[src/rtl/amo_pkg.sv]
package amo_pkg;

    typedef enum logic [2:0] {
        OP_LOAD  = 3'd0,
        OP_STORE = 3'd1,
        OP_TAS   = 3'd2,
        OP_SWAP  = 3'd3,
        OP_LR    = 3'd4,
        OP_SC    = 3'd5
    } amo_op_e;

    typedef enum logic {
        ST_IDLE = 1'b0,
        ST_RESP = 1'b1
    } amo_state_e;

    localparam int OP_W = 3;
    localparam logic SC_PASS = 1'b0;
    localparam logic SC_FAIL = 1'b1;

endpackage

[src/rtl/amo_arbiter.sv]
module amo_arbiter #(
    parameter int NUM_REQ = 4,
    localparam int ID_W = $clog2(NUM_REQ)
) (
    input  logic               clk,
    input  logic               rst_n,
    input  logic [NUM_REQ-1:0] valid,
    output logic [NUM_REQ-1:0] grant,
    output logic               any,
    output logic [ID_W-1:0]    win_id
);

    always_comb begin
        grant  = '0;
        win_id = '0;
        for (int i = NUM_REQ - 1; i >= 0; i--) begin
            if (valid[i]) begin
                win_id = ID_W'(i);
            end
        end
        any = |valid;
        if (any) begin
            grant[win_id] = 1'b1;
        end
    end


    grant_onehot_chk: assert property (@(posedge clk) disable iff (!rst_n)
        $onehot0(grant));

    grant_lowest_chk: assert property (@(posedge clk) disable iff (!rst_n)
        valid[0] |-> grant[0]);

    grant_needs_req_chk: assert property (@(posedge clk) disable iff (!rst_n)
        (grant & ~valid) == '0);

endmodule

[src/rtl/amo_mem.sv]
module amo_mem #(
    parameter int ADDR_W = 4,
    parameter int DATA_W = 16,
    localparam int DEPTH = 1 << ADDR_W
) (
    input  logic              clk,
    input  logic              rst_n,
    input  logic [ADDR_W-1:0] addr,
    output logic [DATA_W-1:0] rd_data,
    input  logic              wr_en,
    input  logic [DATA_W-1:0] wr_data
);

    logic [DATA_W-1:0] words [DEPTH];

    assign rd_data = words[addr];

    always_ff @(posedge clk) begin
        if (!rst_n) begin
            for (int i = 0; i < DEPTH; i++) begin
                words[i] <= '0;
            end
        end else if (wr_en) begin
            words[addr] <= wr_data;
        end
    end

endmodule

[src/rtl/amo_resv_table.sv]
module amo_resv_table #(
    parameter int NUM_REQ = 4,
    parameter int ADDR_W = 4,
    localparam int ID_W = $clog2(NUM_REQ)
) (
    input  logic              clk,
    input  logic              rst_n,
    input  logic              flag_only,
    input  logic              lr_set,
    input  logic              sc_evt,
    input  logic              wr_evt,
    input  logic [ID_W-1:0]   id,
    input  logic [ADDR_W-1:0] addr,
    output logic              sc_ok
);

    logic [NUM_REQ-1:0] held;
    logic [ADDR_W-1:0]  held_addr [NUM_REQ];

    assign sc_ok = held[id] && (flag_only || held_addr[id] == addr);

    generate
        for (genvar j = 0; j < NUM_REQ; j++) begin : g_slot
            logic mine;
            logic hit;
            assign mine = (id == ID_W'(j));
            assign hit  = flag_only || held_addr[j] == addr;

            always_ff @(posedge clk) begin
                if (!rst_n) begin
                    held[j]      <= 1'b0;
                    held_addr[j] <= '0;
                end else if (lr_set && mine) begin
                    held[j]      <= 1'b1;
                    held_addr[j] <= addr;
                end else if (sc_evt && mine) begin
                    held[j] <= 1'b0;
                end else if (wr_evt && !mine && hit) begin
                    held[j] <= 1'b0;
                end
            end


            own_sc_clears_chk: assert property (@(posedge clk) disable iff (!rst_n)
                (sc_evt && mine) |=> !held[j]);

            foreign_write_flag_chk: assert property (@(posedge clk) disable iff (!rst_n)
                (wr_evt && flag_only && !mine) |=> !held[j]);
        end
    endgenerate

endmodule

[src/rtl/amo_unit.sv]
module amo_unit
    import amo_pkg::*;
#(
    parameter int NUM_REQ = 4,
    parameter int ADDR_W = 4,
    parameter int DATA_W = 16,
    localparam int ID_W = $clog2(NUM_REQ)
) (
    input  logic                      clk,
    input  logic                      rst_n,
    input  logic                      resv_flag_only,
    input  logic [NUM_REQ-1:0]        req_valid,
    input  logic [NUM_REQ*OP_W-1:0]   req_op,
    input  logic [NUM_REQ*ADDR_W-1:0] req_addr,
    input  logic [NUM_REQ*DATA_W-1:0] req_wdata,
    output logic [NUM_REQ-1:0]        req_grant,
    output logic                      rsp_valid,
    output logic [ID_W-1:0]           rsp_id,
    output logic [DATA_W-1:0]         rsp_rdata,
    output logic                      rsp_status
);

    amo_state_e        state;
    logic              acc;
    logic [ID_W-1:0]   sel_id;
    amo_op_e           sel_op;
    logic [ADDR_W-1:0] sel_addr;
    logic [DATA_W-1:0] sel_wdata;
    logic [DATA_W-1:0] old_word;
    logic              wr_en;
    logic [DATA_W-1:0] wr_data;
    logic              lr_set;
    logic              sc_evt;
    logic              sc_ok;
    logic [DATA_W-1:0] nxt_rdata;
    logic              nxt_status;

    amo_arbiter #(.NUM_REQ(NUM_REQ)) u_arb (
        .clk    (clk),
        .rst_n  (rst_n),
        .valid  (req_valid),
        .grant  (req_grant),
        .any    (acc),
        .win_id (sel_id)
    );

    assign sel_op    = amo_op_e'(req_op[sel_id*OP_W +: OP_W]);
    assign sel_addr  = req_addr[sel_id*ADDR_W +: ADDR_W];
    assign sel_wdata = req_wdata[sel_id*DATA_W +: DATA_W];

    amo_mem #(.ADDR_W(ADDR_W), .DATA_W(DATA_W)) u_mem (
        .clk     (clk),
        .rst_n   (rst_n),
        .addr    (sel_addr),
        .rd_data (old_word),
        .wr_en   (wr_en),
        .wr_data (wr_data)
    );

    amo_resv_table #(.NUM_REQ(NUM_REQ), .ADDR_W(ADDR_W)) u_resv (
        .clk       (clk),
        .rst_n     (rst_n),
        .flag_only (resv_flag_only),
        .lr_set    (lr_set),
        .sc_evt    (sc_evt),
        .wr_evt    (wr_en),
        .id        (sel_id),
        .addr      (sel_addr),
        .sc_ok     (sc_ok)
    );

    // Operation decode: what to write and what to answer.
    always_comb begin
        wr_en      = 1'b0;
        wr_data    = sel_wdata;
        lr_set     = 1'b0;
        sc_evt     = 1'b0;
        nxt_rdata  = old_word;
        nxt_status = SC_PASS;
        if (acc) begin
            unique case (sel_op)
                OP_STORE: wr_en = 1'b1;
                OP_TAS: begin
                    if (old_word == '0) begin
                        wr_en   = 1'b1;
                        wr_data = DATA_W'(1);
                    end
                end
                OP_SWAP: wr_en = 1'b1;
                OP_LR:   lr_set = 1'b1;
                OP_SC: begin
                    sc_evt    = 1'b1;
                    nxt_rdata = '0;
                    if (sc_ok) begin
                        wr_en = 1'b1;
                    end else begin
                        nxt_status = SC_FAIL;
                    end
                end
                default: ;
            endcase
        end
    end

    // State register.
    always_ff @(posedge clk) begin
        if (!rst_n) begin
            state <= ST_IDLE;
        end else begin
            unique case (state)
                ST_IDLE: state <= acc ? ST_RESP : ST_IDLE;
                ST_RESP: state <= acc ? ST_RESP : ST_IDLE;
                default: state <= ST_IDLE;
            endcase
        end
    end

    // Response outputs.
    always_ff @(posedge clk) begin
        if (!rst_n) begin
            rsp_id     <= '0;
            rsp_rdata  <= '0;
            rsp_status <= SC_PASS;
        end else if (acc) begin
            rsp_id     <= sel_id;
            rsp_rdata  <= nxt_rdata;
            rsp_status <= nxt_status;
        end
    end

    assign rsp_valid = (state == ST_RESP);


    accept_to_rsp_chk: assert property (@(posedge clk) disable iff (!rst_n)
        acc |=> rsp_valid);

    rsp_has_accept_chk: assert property (@(posedge clk) disable iff (!rst_n)
        rsp_valid |-> $past(acc));

    fail_only_sc_chk: assert property (@(posedge clk) disable iff (!rst_n)
        (rsp_valid && rsp_status) |-> ($past(sel_op) == OP_SC && rsp_rdata == '0));

    tas_no_overwrite_chk: assert property (@(posedge clk) disable iff (!rst_n)
        (acc && sel_op == OP_TAS && old_word != '0) |-> !wr_en);

endmodule

[config.mk]
export PLATFORM = sky130hd
export DESIGN_NAME = amo_unit
export DESIGN_NICKNAME = d
export VERILOG_FILES = /design/src/rtl/amo_pkg.sv /design/src/rtl/amo_arbiter.sv /design/src/rtl/amo_mem.sv /design/src/rtl/amo_resv_table.sv /design/src/rtl/amo_unit.sv
export SDC_FILE = /design/constraint.sdc
export NUM_CORES = 1
export LEC_CHECK = 0
export CORE_MARGIN = 4
export CORE_UTILIZATION = 53
export CTS_CLUSTER_DIAMETER = 150
export DETAILED_ROUTE_END_ITERATION = 7
export GPL_TIMING_DRIVEN = 0
export PLACE_DENSITY_LB_ADDON = 0.1
export SYNTH_ARGS = -nofsm -noshare
export SYNTH_HDL_FRONTEND = slang
export SYNTH_HIERARCHICAL = 1
export SYNTH_SLANG_ARGS = --single-unit
[constraint.sdc]
create_clock -name clk -period 6.7 [get_ports clk]
set_clock_uncertainty 0.15 [all_clocks]
set_input_delay 1.34 -clock clk [delete_from_list [all_inputs] [get_ports clk]]
set_output_delay 1.34 -clock clk [all_outputs]
set_load 0.05 [all_outputs]
==> metrics.txt <==
GRT Resource Usage Total=a little under a quarter; Finished Core Util=66.0%; Clock power frac=36.2%; most frequent CP cell=buf_4; Max Fanout on Critical Path=15; Placer Congestion=approximately 0.85; async set-reset flop share out of synthesis=0%; slew margin rel.=between 20% and 30%; reg-to-reg endpoint=u_mem/words[12][6]; Sw Pwr=approximately 1.1 mW; drt total wl=approximately 36 mm; vias in the first global route=between 9000 and 10000; die width=between 150 and 200 um; Crit. End Element=flop; drt initial violations=659; PortBufs=about 120; pin count of the biggest net entering global routing=17; fillers=approximately 2000; DP Worst Slack=-2580 ps; placed instance area=16400 um2; TritonRoute pass-1 iters=5; fin. max-slew vios=0; antenna viol nets, final=0; Seq pwr share=between 40 and 50%; register area share after synthesis=between 50% and 60%; floorplan core area=between 20000 and 30000 um2; Num CTS Buffers=30; via-per-instance ratio=about 5.7; clk root buf=clkbuf_16; worst min-delay path startpoint=u_resv/held[2]; layout cell share with drive strength beyond 1=a little over a fifth; Finished Cell Area=~18000 um2; CTS Buffer Depth=3; Final Cycle Share=a little over nine tenths; Rows=60; antenna violations before repair=0; FF+latch count, synth=296; top-level port count=123; Worst Path Required=roughly 7000 ps; status=finished clean; area of the multi-input gates=5670 um2; beginning of the critical path=req_valid[1]; WL/cell=23.5 um; LEAKAGE=around 6.7 nW; Synth Net Count=about 1100; global-route wire length before repair=54.0 mm; Gate Count Post-Synth=roughly 960; Ant. Diodes=0; Int Pwr=around 3.4 mW; hold endpoint=u_resv/held[2]; yosys warns=6; Post-route DRC=0; cells on worst reg2reg path=12; P&R area growth vs syn=22.5%; die height=around 170 um; flop2flop setup slack=around 2800 ps; HPWL after detailed placement=~26 mm; critical path cell sequence=clkdlybuf4s50_1 -> inv_1 -> a21oi_4 -> buf_12 -> mux4_2 -> buf_4 -> buf_4 -> clkbuf_4 -> mux4_2 -> a22oi_1 -> nand2_1 -> nor4_4 -> nand4_1 -> nor3b_2 -> o211a_4 -> nand4_4 -> nor3_4 -> buf_4 -> buf_6 -> and2_1; maximum VDD drop=about 200 uV; Peak Freq=0.154 GHz; Worst Setup Path Type=in -> reg; max_cap viols=0; Layout Nets=between 1000 and 1500; synthesized cell area=between 10000 and 15000 um2; # H-tree levels=1; Initial Utilization=53.9%; Crit-path slowest cell=clkdlybuf4s50_1; Main synth FF type=edfxtp_1; hold_buf cts=0; Pwr per Cell Area=approximately 250 nW/um2; WP data arrival=about 6800 ps; worst hold path cell count=1; Hold Fails Final Rpt=0; EDFF count, synth=between 200 and 300; Die ar.=around 30000 um2; Clock Pin Slew Worst Setup and Hold Paths=60 ps; Min Clock Period, post-route=6500 ps; GR Overflow Total=0; Slew @ Worst Pin=approximately 1100 ps; delay of the slowest critical-path stage=560 ps; Netlist cell types=45; Comb pwr share=16.1%; startpoint types=input port; worst path bufs/invs=8; critical path's top delay family=buffers and inverters; Hold Crit Class=reg -> reg; clk_lat worst skew=550 ps; setup ws final=about 200 ps; CTS sink cnt=296; Net Sw Frac=between 20% and 30%; final setup vio count=0; CTS tree=done; DR vias=slightly below 9000; Syn Area/Cell=15.1 um2; flip-flop and latch area=between 8000 and 9000 um2; RR Startpoint=u_mem/words[8][14]
## area by class of cell
class	count	share of cell area (%)
plain buffers	75	2.55
clock buffers	50	5.27
clock inverters	6	0.218
inverters	6	0.127
multi-input cells	587	31.9
flip-flops and latches	296	48.6
well taps	341	2.40
repair buffers	153	8.99
## power groups by stage
| stage | sequential (mW) | combinational, mW | clock [mW] |
|---|---|---|---|
| CTS | 2.12 | 0.707 | 1.65 |
| global route | 2.13 | 0.765 | 1.73 |
| detailed placement | 2.16 | 0.684 | 0 |
| finish | 2.12 | 0.719 | 1.61 |
| floorplan | 2.20 | 0.383 | 0 |
| global placement | 2.16 | 0.663 | 0 |
## synth_stat cells, types with 7 or more instances
cell type    n  share of area (%)
a22oi_1     32                1.7
nor2_4      12               0.93
buf_4        7               0.36
buf_6       12               0.93
mux4_2      87                 13
nand2_1     23               0.59
dfxtp_1     24                3.3
nor4_1       9               0.39
xor2_1      20                1.2
mux2i_1     18                1.2
nand2b_1     7               0.30
and2_1     276                 12
clkbuf_1    32               0.83
o21ai_0     17               0.59
edfxtp_1   272                 56
buf_2       11               0.38
clkbuf_2    12               0.41
nor2_1      25               0.65
nor2b_1     12               0.52
## sequential cells by signal (all words and copies together) (netlist names)
signal / cells
rsp_status: 1
rsp_valid: 1
u_resv/held: 4
rsp_id: 2
u_resv/held_addr: 16
u_mem/words: 256
rsp_rdata: 16
## routing by layer
metal / track usage, % / wire, um
met1: 31.8 / 14400
met4: 6.29 / 987
met5: 0 / 0
met2: 39.5 / 18300
met3: 3.16 / 1900
## cell usage in the layout (no fill, tap or decap), types with 21 or more instances in the layout
| cell type | instances |
|---|---|
| nor2_1 | 25 |
| clkbuf_16 | 31 |
| clkbuf_1 | 38 |
| edfxtp_1 | 272 |
| nand2_1 | 23 |
| a22oi_1 | 31 |
| and2_1 | 276 |
| mux4_2 | 87 |
| clkdlybuf4s50_1 | 122 |
| dfxtp_1 | 24 |
| buf_4 | 21 |
## worst max-delay path by stage
stage	to	slack [ps]	depth (start not counted)
floorplan	u_mem/words[5][0]	-320	17
global placement	u_mem/words[1][9]	-3660	16
detailed placement	u_mem/words[4][11]	-2580	17
CTS	u_mem/words[12][4]	30	18
global route	u_mem/words[15][12]	-10	20
finish	u_mem/words[12][6]	200	20
## repair_timing
| action | in CTS | in global routing |
|---|---|---|
| gates cloned | 0 | 2 |
| buffers inserted | 10 | 10 |
| setup endpoints to repair | 516 | 486 |
| pin swaps | 6 | 5 |
| gates resized for setup | 29 | 18 |
## metrics by stage
step                      power [mW]   TNS, ps  hold slack (ps)  cells
after floorplan                 2.58    -25310              307    963
after global placement          2.83  -1172400              326   1426
after detailed placement        2.85   -974240              330   1437
after CTS                       4.48         0              344   1502
after global routing            4.62     -49.4              377   1514
final                           4.46         0              339   1514
## cell families after synthesis
| kind of cell | share of synthesized area (%) |
|---|---|
| DFF | 59.5 |
| AOI/OAI and AO/OA | 3.08 |
| buffers and inverters | 3.12 |
| and+or+nand+nor | 17.4 |
| xor gates and xnor gates | 1.21 |
| muxes | 15.6 |
Note: power is estimated with default switching activity, not from simulation.
